==> src/rtl/dect_pkg.sv <==
package dect_pkg;
  localparam int unsigned LEGACY_W  = 32;
  localparam int unsigned HYP_MAX_W = 56;

  // Ones in the low w bit positions.
  function automatic logic [63:0] width_mask(input int unsigned w);
    logic [63:0] m;
    for (int unsigned i = 0; i < 64; i++) m[i] = (i < w);
    return m;
  endfunction

  // Keep the low w bits of v, then copy bit w-1 into every higher bit.
  function automatic logic [63:0] fold_to_width(input logic [63:0] v, input int unsigned w);
    logic [63:0] r;
    logic        s;
    s = v[6'(w - 1)];
    for (int unsigned i = 0; i < 64; i++) r[i] = (i < w) ? v[i] : s;
    return r;
  endfunction

  // Value seen at the read port: sign-extended in wide mode, zero-extended otherwise.
  function automatic logic [63:0] read_view(input logic [63:0] stored, input int unsigned w,
                                            input logic wide);
    return wide ? fold_to_width(stored, w) : (stored & width_mask(LEGACY_W));
  endfunction
endpackage

==> src/rtl/dect_count.sv <==
module dect_count #(
  parameter int unsigned CW = 56
) (
  input  logic          clk,
  input  logic          rst_n,
  input  logic          tick,
  input  logic          wr_en,
  input  logic [CW-1:0] wr_val,
  input  logic [6:0]    act_w,
  output logic [CW-1:0] cnt,
  output logic          old_msb,
  output logic          underflow
);
  import dect_pkg::*;

  localparam logic [CW-1:0] RST_VAL = CW'(64'h0000_0000_FFFF_FFFF);

  logic [63:0] cnt64;
  logic        zero_act;

  always_ff @(posedge clk or negedge rst_n) begin
    if (!rst_n)     cnt <= RST_VAL;
    else if (wr_en) cnt <= wr_val;
    else if (tick)  cnt <= cnt - CW'(1);
  end

  assign cnt64     = 64'(cnt);
  assign zero_act  = ((cnt64 & width_mask(act_w)) == 64'd0);
  assign old_msb   = cnt64[6'(act_w - 7'd1)];
  assign underflow = tick && !wr_en && zero_act;

  p_tick_step_r2: assert property (@(posedge clk) disable iff (!rst_n)
    (tick && !wr_en) |=> (cnt == $past(cnt) - CW'(1)));

  p_write_wins_r9: assert property (@(posedge clk) disable iff (!rst_n)
    wr_en |=> (cnt == $past(wr_val)));
endmodule

==> src/rtl/dect_irq.sv <==
module dect_irq (
  input  logic clk,
  input  logic rst_n,
  input  logic edge_mode,
  input  logic wr_en,
  input  logic wr_neg,
  input  logic wr_small,
  input  logic old_msb,
  input  logic underflow,
  input  logic ack,
  output logic pend
);
  logic set_evt;
  logic clr_evt;
  logic ack_evt;

  assign set_evt = underflow ||
                   (wr_en && (wr_small || (wr_neg && (!edge_mode || !old_msb))));
  assign clr_evt = wr_en && !edge_mode && !wr_neg && !wr_small;
  assign ack_evt = edge_mode && ack;

  always_ff @(posedge clk or negedge rst_n) begin
    if (!rst_n)                  pend <= 1'b0;
    else if (set_evt)            pend <= 1'b1;
    else if (clr_evt || ack_evt) pend <= 1'b0;
  end

  p_set_raises_r5: assert property (@(posedge clk) disable iff (!rst_n)
    set_evt |=> pend);

  p_level_clear_r6: assert property (@(posedge clk) disable iff (!rst_n)
    (clr_evt && !set_evt) |=> !pend);

  p_level_ack_r6: assert property (@(posedge clk) disable iff (!rst_n)
    (!edge_mode && !wr_en && !underflow) |=> (pend == $past(pend)));

  p_edge_ack_r7: assert property (@(posedge clk) disable iff (!rst_n)
    (edge_mode && ack && !set_evt) |=> !pend);

  p_edge_sticky_r7: assert property (@(posedge clk) disable iff (!rst_n)
    (edge_mode && !ack && !set_evt) |=> (pend == $past(pend)));
endmodule

==> src/rtl/dec_timer.sv <==
module dec_timer #(
  parameter int unsigned LARGE_W = 56,
  parameter bit          HYPER   = 1'b0
) (
  input  logic        clk,
  input  logic        rst_n,
  input  logic        tick,
  input  logic        wr_en,
  input  logic [63:0] wr_data,
  input  logic        large_mode,
  input  logic        irq_edge,
  input  logic        irq_ack,
  output logic [63:0] rd_data,
  output logic        irq
);
  import dect_pkg::*;

  if (LARGE_W < LEGACY_W || LARGE_W > HYP_MAX_W) begin : g_bad_width
    $error("dec_timer: LARGE_W must lie between 32 and 56");
  end

  logic               large_act;
  logic [6:0]         act_w;
  logic [63:0]        wr_ext;
  logic               wr_neg;
  logic               wr_small;
  logic [LARGE_W-1:0] cnt;
  logic               old_msb;
  logic               underflow;

  assign large_act = HYPER | large_mode;
  assign act_w     = large_act ? 7'(LARGE_W) : 7'(LEGACY_W);
  assign wr_ext    = fold_to_width(wr_data, act_w);
  assign wr_neg    = wr_ext[63];
  assign wr_small  = (wr_ext < 64'd3);

  dect_count #(.CW(LARGE_W)) u_count (
    .clk       (clk),
    .rst_n     (rst_n),
    .tick      (tick),
    .wr_en     (wr_en),
    .wr_val    (wr_ext[LARGE_W-1:0]),
    .act_w     (act_w),
    .cnt       (cnt),
    .old_msb   (old_msb),
    .underflow (underflow)
  );

  dect_irq u_irq (
    .clk       (clk),
    .rst_n     (rst_n),
    .edge_mode (irq_edge),
    .wr_en     (wr_en),
    .wr_neg    (wr_neg),
    .wr_small  (wr_small),
    .old_msb   (old_msb),
    .underflow (underflow),
    .ack       (irq_ack),
    .pend      (irq)
  );

  assign rd_data = read_view(64'(cnt), LARGE_W, large_act);

  p_wide_sign_r3: assert property (@(posedge clk) disable iff (!rst_n)
    large_act |-> (rd_data[63] == rd_data[LARGE_W-1]));

  p_underflow_r8: assert property (@(posedge clk) disable iff (!rst_n)
    underflow |=> irq);
endmodule

==> config.mk <==
export PLATFORM = sky130hd
export DESIGN_NAME = dec_timer
export DESIGN_NICKNAME = d
export VERILOG_FILES = /design/src/rtl/dect_pkg.sv /design/src/rtl/dect_count.sv /design/src/rtl/dect_irq.sv /design/src/rtl/dec_timer.sv
export SDC_FILE = /design/constraint.sdc
export NUM_CORES = 1
export LEC_CHECK = 0
export BUFFER_PORTS_ARGS = -buffer_cell sky130_fd_sc_hd__buf_2
export CORE_MARGIN = 10
export CORE_UTILIZATION = 50
export DETAILED_ROUTE_END_ITERATION = 8
export PLACE_DENSITY = 0.83
export SLEW_MARGIN = 40
export SYNTH_ARGS = -nofsm -noshare
export SYNTH_HDL_FRONTEND = slang
export SYNTH_SLANG_ARGS = --single-unit
==> constraint.sdc <==
create_clock -name clk -period 3.85 [get_ports clk]
set_input_delay 0.1925 -clock clk [delete_from_list [all_inputs] [get_ports clk]]
set_output_delay 0.1925 -clock clk [all_outputs]
set_load 0.005 [all_outputs]
==> key figures <==
Synthesis
  – Post-synth top flop: dfstp_2
  – Syn Std Cell Area: 4163 um2
  – Avg Cell Area, Syn: 8.619 um2
  – Syn nets: 555
  – Fraction of registers with async set/reset: 100.0%
  – Cells after synthesis: 483
  – Synthesized flop and latch total: between 50 and 60
  – Seq/Total Area, Yosys: 35.23%
  – Unique masters post-synth: 51
  – EDFF count, synth: 0
  – Yosys Warn Count: 0

Pwr
  – PD cells: 369.8 nW/um2
  – LEAKAGE: 1.993 nW
  – Worst vdd ir: a little under 0.2 mV

Finish
  – Multi-input logic area: between 2000 and 2500 um2
  – Fillers: 733
  – Layout area overhead: 15.09%
  – Commonest non-fill, non-tap cell in the layout: buf_2
  – Nets: 632
  – Share of post-route cells with drive strength above 1: about a third
  – Most frequent cells in the layout: 126 x buf_2, 55 x nand2_1, 33 x nor4_1
  – Core Util, Final: 58.60%
  – Storage cell area: 1466 um2
  – N_diodes: 0

Route
  – Via count: about 4,000
  – WL final: 12.31 mm
  – Initial DRC count: 303
  – WL/cell: 18.37 um
  – Vias per inst: 5.900
  – ANT nets after route: 0
  – # DRC: 0
  – DRT Pass-1 Iters: 5

Timing
  – Final setup viols: 0
  – Hold Fails Final Rpt: 0
  – Final slew viol count: 0
  – Worst-Margin Slew: 0.7822 ns
  – Slew HR: 47.85%
  – FMAX: 371.0 MHz
  – Final Skew: about 0.012 ns
  – RSZ-0062 raised after global routing: false
  – Setup TNS Final: 0 ns
  – Crit share post-route: 70.01%
  – Crit path time final: 2.695 ns
  – Worst Slack Setup Final: 1.155 ns

CTS
  – CTS tree: yes
  – Worst-skew pair later-pin latency: 0.35 ns
  – CTS Sinks: between 50 and 60
  – Num CTS Buffers: 9
  – Hold buffer count at cts: 1
  – CTS Root Cell: clkbuf_8
  – Setup bufs post-CTS: 0
  – H-tree levels: 3
  – Max clock buf depth: 2
  – Reg clk slew, reported paths: 0.07 ns
  – Post-cts sizing count: 0

Die
  – Starting Density: 50.92%
  – Die area: between 10,000 and 15,000 um2
  – Core ar.: just over 8000 um2
  – Io pins: between 100 and 150
  – Die outline width: 111.2 um
  – Die height: about 110 um
  – Row cnt: 33

Critical path
  – CP max FO: 11
  – Reg2Reg Launch Point: u_count.cnt[21]$_DFFE_PN1P_
  – Arrival time at the worst endpoint: 2.92 ns
  – Startpoint Class: flop
  – Reg2reg end: u_count.cnt[54]$_DFFE_PN0P_
  – Critical setup path kind: flop to flop
  – R2R depth: 5
  – Flop2flop setup slack: 1.15 ns
  – Worst endpoint required time: slightly above 4 ns
  – Nature of the critical path endpoint: flop

Global route
  – GR Overflow Total: 0
  – Number of global-route vias before repair: 3,871
  – First-pass GRT wire length: 19.82 mm
  – Initial antenna violation count: 0
  – All-layer global routing usage: 19.15%
  – Largest net degree at the start of global routing: 60

Place
  – DP Worst Slack: 1.287 ns
  – Port buffer count: 127
  – Final HPWL DP: 9.169 mm
  – Gpl congestion: 0.8688

Min path
  – Hold path depth: 3
  – Hold Path Origin: wr_data[26]
  – HP Class: input port to flop
  – Hold endpoint: u_count.cnt[26]$_DFFE_PN1P_

Run status
  – Status: completed

Flow run
  – Max_cap viols: 0
[synth_stat cells, drive strengths merged, types with 2 or more instances]
cell type  count  area share, %
a21oi         16            1.9
xnor2         24            5.0
inv            4           0.36
buf           46            7.9
or4           11            2.2
or3            6           0.90
nor2b          7            1.1
o211ai         3           0.54
o31a           9            1.9
nor4b          2           0.42
nand3         11            1.3
nand2         55            5.0
clkbuf        19            1.7
nand2b         2           0.30
nand4b         3           0.63
dfrtp         25             15
nor2          19            1.7
nand3b         3           0.54
and2          24            3.6
a31oi          3           0.45
o21ai         32            3.8
o41ai          2           0.42
xor2          18            3.8
nor4          35            5.8
or2            2           0.30
mux2i         18            4.3
dfstp         32             20
nand4         17            3.1
nor3          22            2.9
[registers in the layout, summed over array words and instances, names as in the netlist]
signal	cells
u_count.cnt	56
u_irq.pend	1
[where the power goes]
group          leakage [nW]  internal [mW]  switching, mW
logic                  1.25          0.175          0.194
registers             0.628          0.691         0.0983
clock network         0.113          0.366          0.247
total                  1.99           1.23          0.539
[layer usage]
metal  GRT usage (%)  share of wire [%]
met4           9.169                3.0
met3           4.383                7.7
met1           24.03                 41
met2           30.25                 48
met5               0                  0
[how the worst max path moves through the flow]
| stage | start | end | slack [ns] | cells after the start |
|---|---|---|---|---|
| after detailed placement | u_count.cnt[21]$_DFFE_PN1P_ | u_count.cnt[54]$_DFFE_PN0P_ | 1.29 | 5 |
| after floorplan | u_count.cnt[29]$_DFFE_PN1P_ | u_count.cnt[47]$_DFFE_PN0P_ | 1.56 | 6 |
| after global routing | u_count.cnt[21]$_DFFE_PN1P_ | u_count.cnt[54]$_DFFE_PN0P_ | 1.03 | 5 |
| after CTS | u_count.cnt[21]$_DFFE_PN1P_ | u_count.cnt[54]$_DFFE_PN0P_ | 1.23 | 5 |
| after global placement | u_count.cnt[29]$_DFFE_PN1P_ | u_count.cnt[47]$_DFFE_PN0P_ | 1.32 | 5 |
| final | u_count.cnt[21]$_DFFE_PN1P_ | u_count.cnt[54]$_DFFE_PN0P_ | 1.15 | 5 |
[metrics by stage]
step                std cells  hold slack (ns)  power (mW)  area [um2]
floorplan                 483          -0.1031       1.034        4163
global placement          653           0.2861       1.148        4553
detailed placement        653           0.2952       1.161        4553
CTS                       670          0.07467       1.773        4786
global route              670          0.08772       1.864        4791
finish                    670          0.07475       1.772        4791
[area by class of cell]
class | count | area share (%)
Tap cell | 105 | 2.742
Clock buffer | 16 | 4.649
Sequential cell | 57 | 30.61
Inverter | 4 | 0.3134
Multi-Input combinational cell | 357 | 47.69
Timing Repair Buffer | 131 | 14.00
[worst max-delay path, cell delays in order (launching register included)]
cell	delay (ns)
dfstp_2	0.39
nor4_1	0.57
and4_1	0.62
nand3_1	0.34
o31a_1	0.38
o31a_1	0.27
[cell families (layout without fill, tap and decap cells)]
family                     after synthesis  count (layout)  synth area share (%)
AOI/OAI and AO/OA                       71              71                 10.25
xor gates and xnor gates                42              42                 8.837
adders and majority gates                1               1                0.3005
buffers and inverters                   69             151                 9.949
DFF                                     57              57                 35.23
muxes                                   19              19                 4.599
and+or+nand+nor                        224             224                 30.84
Note: power is estimated with default switching activity, not from simulation.
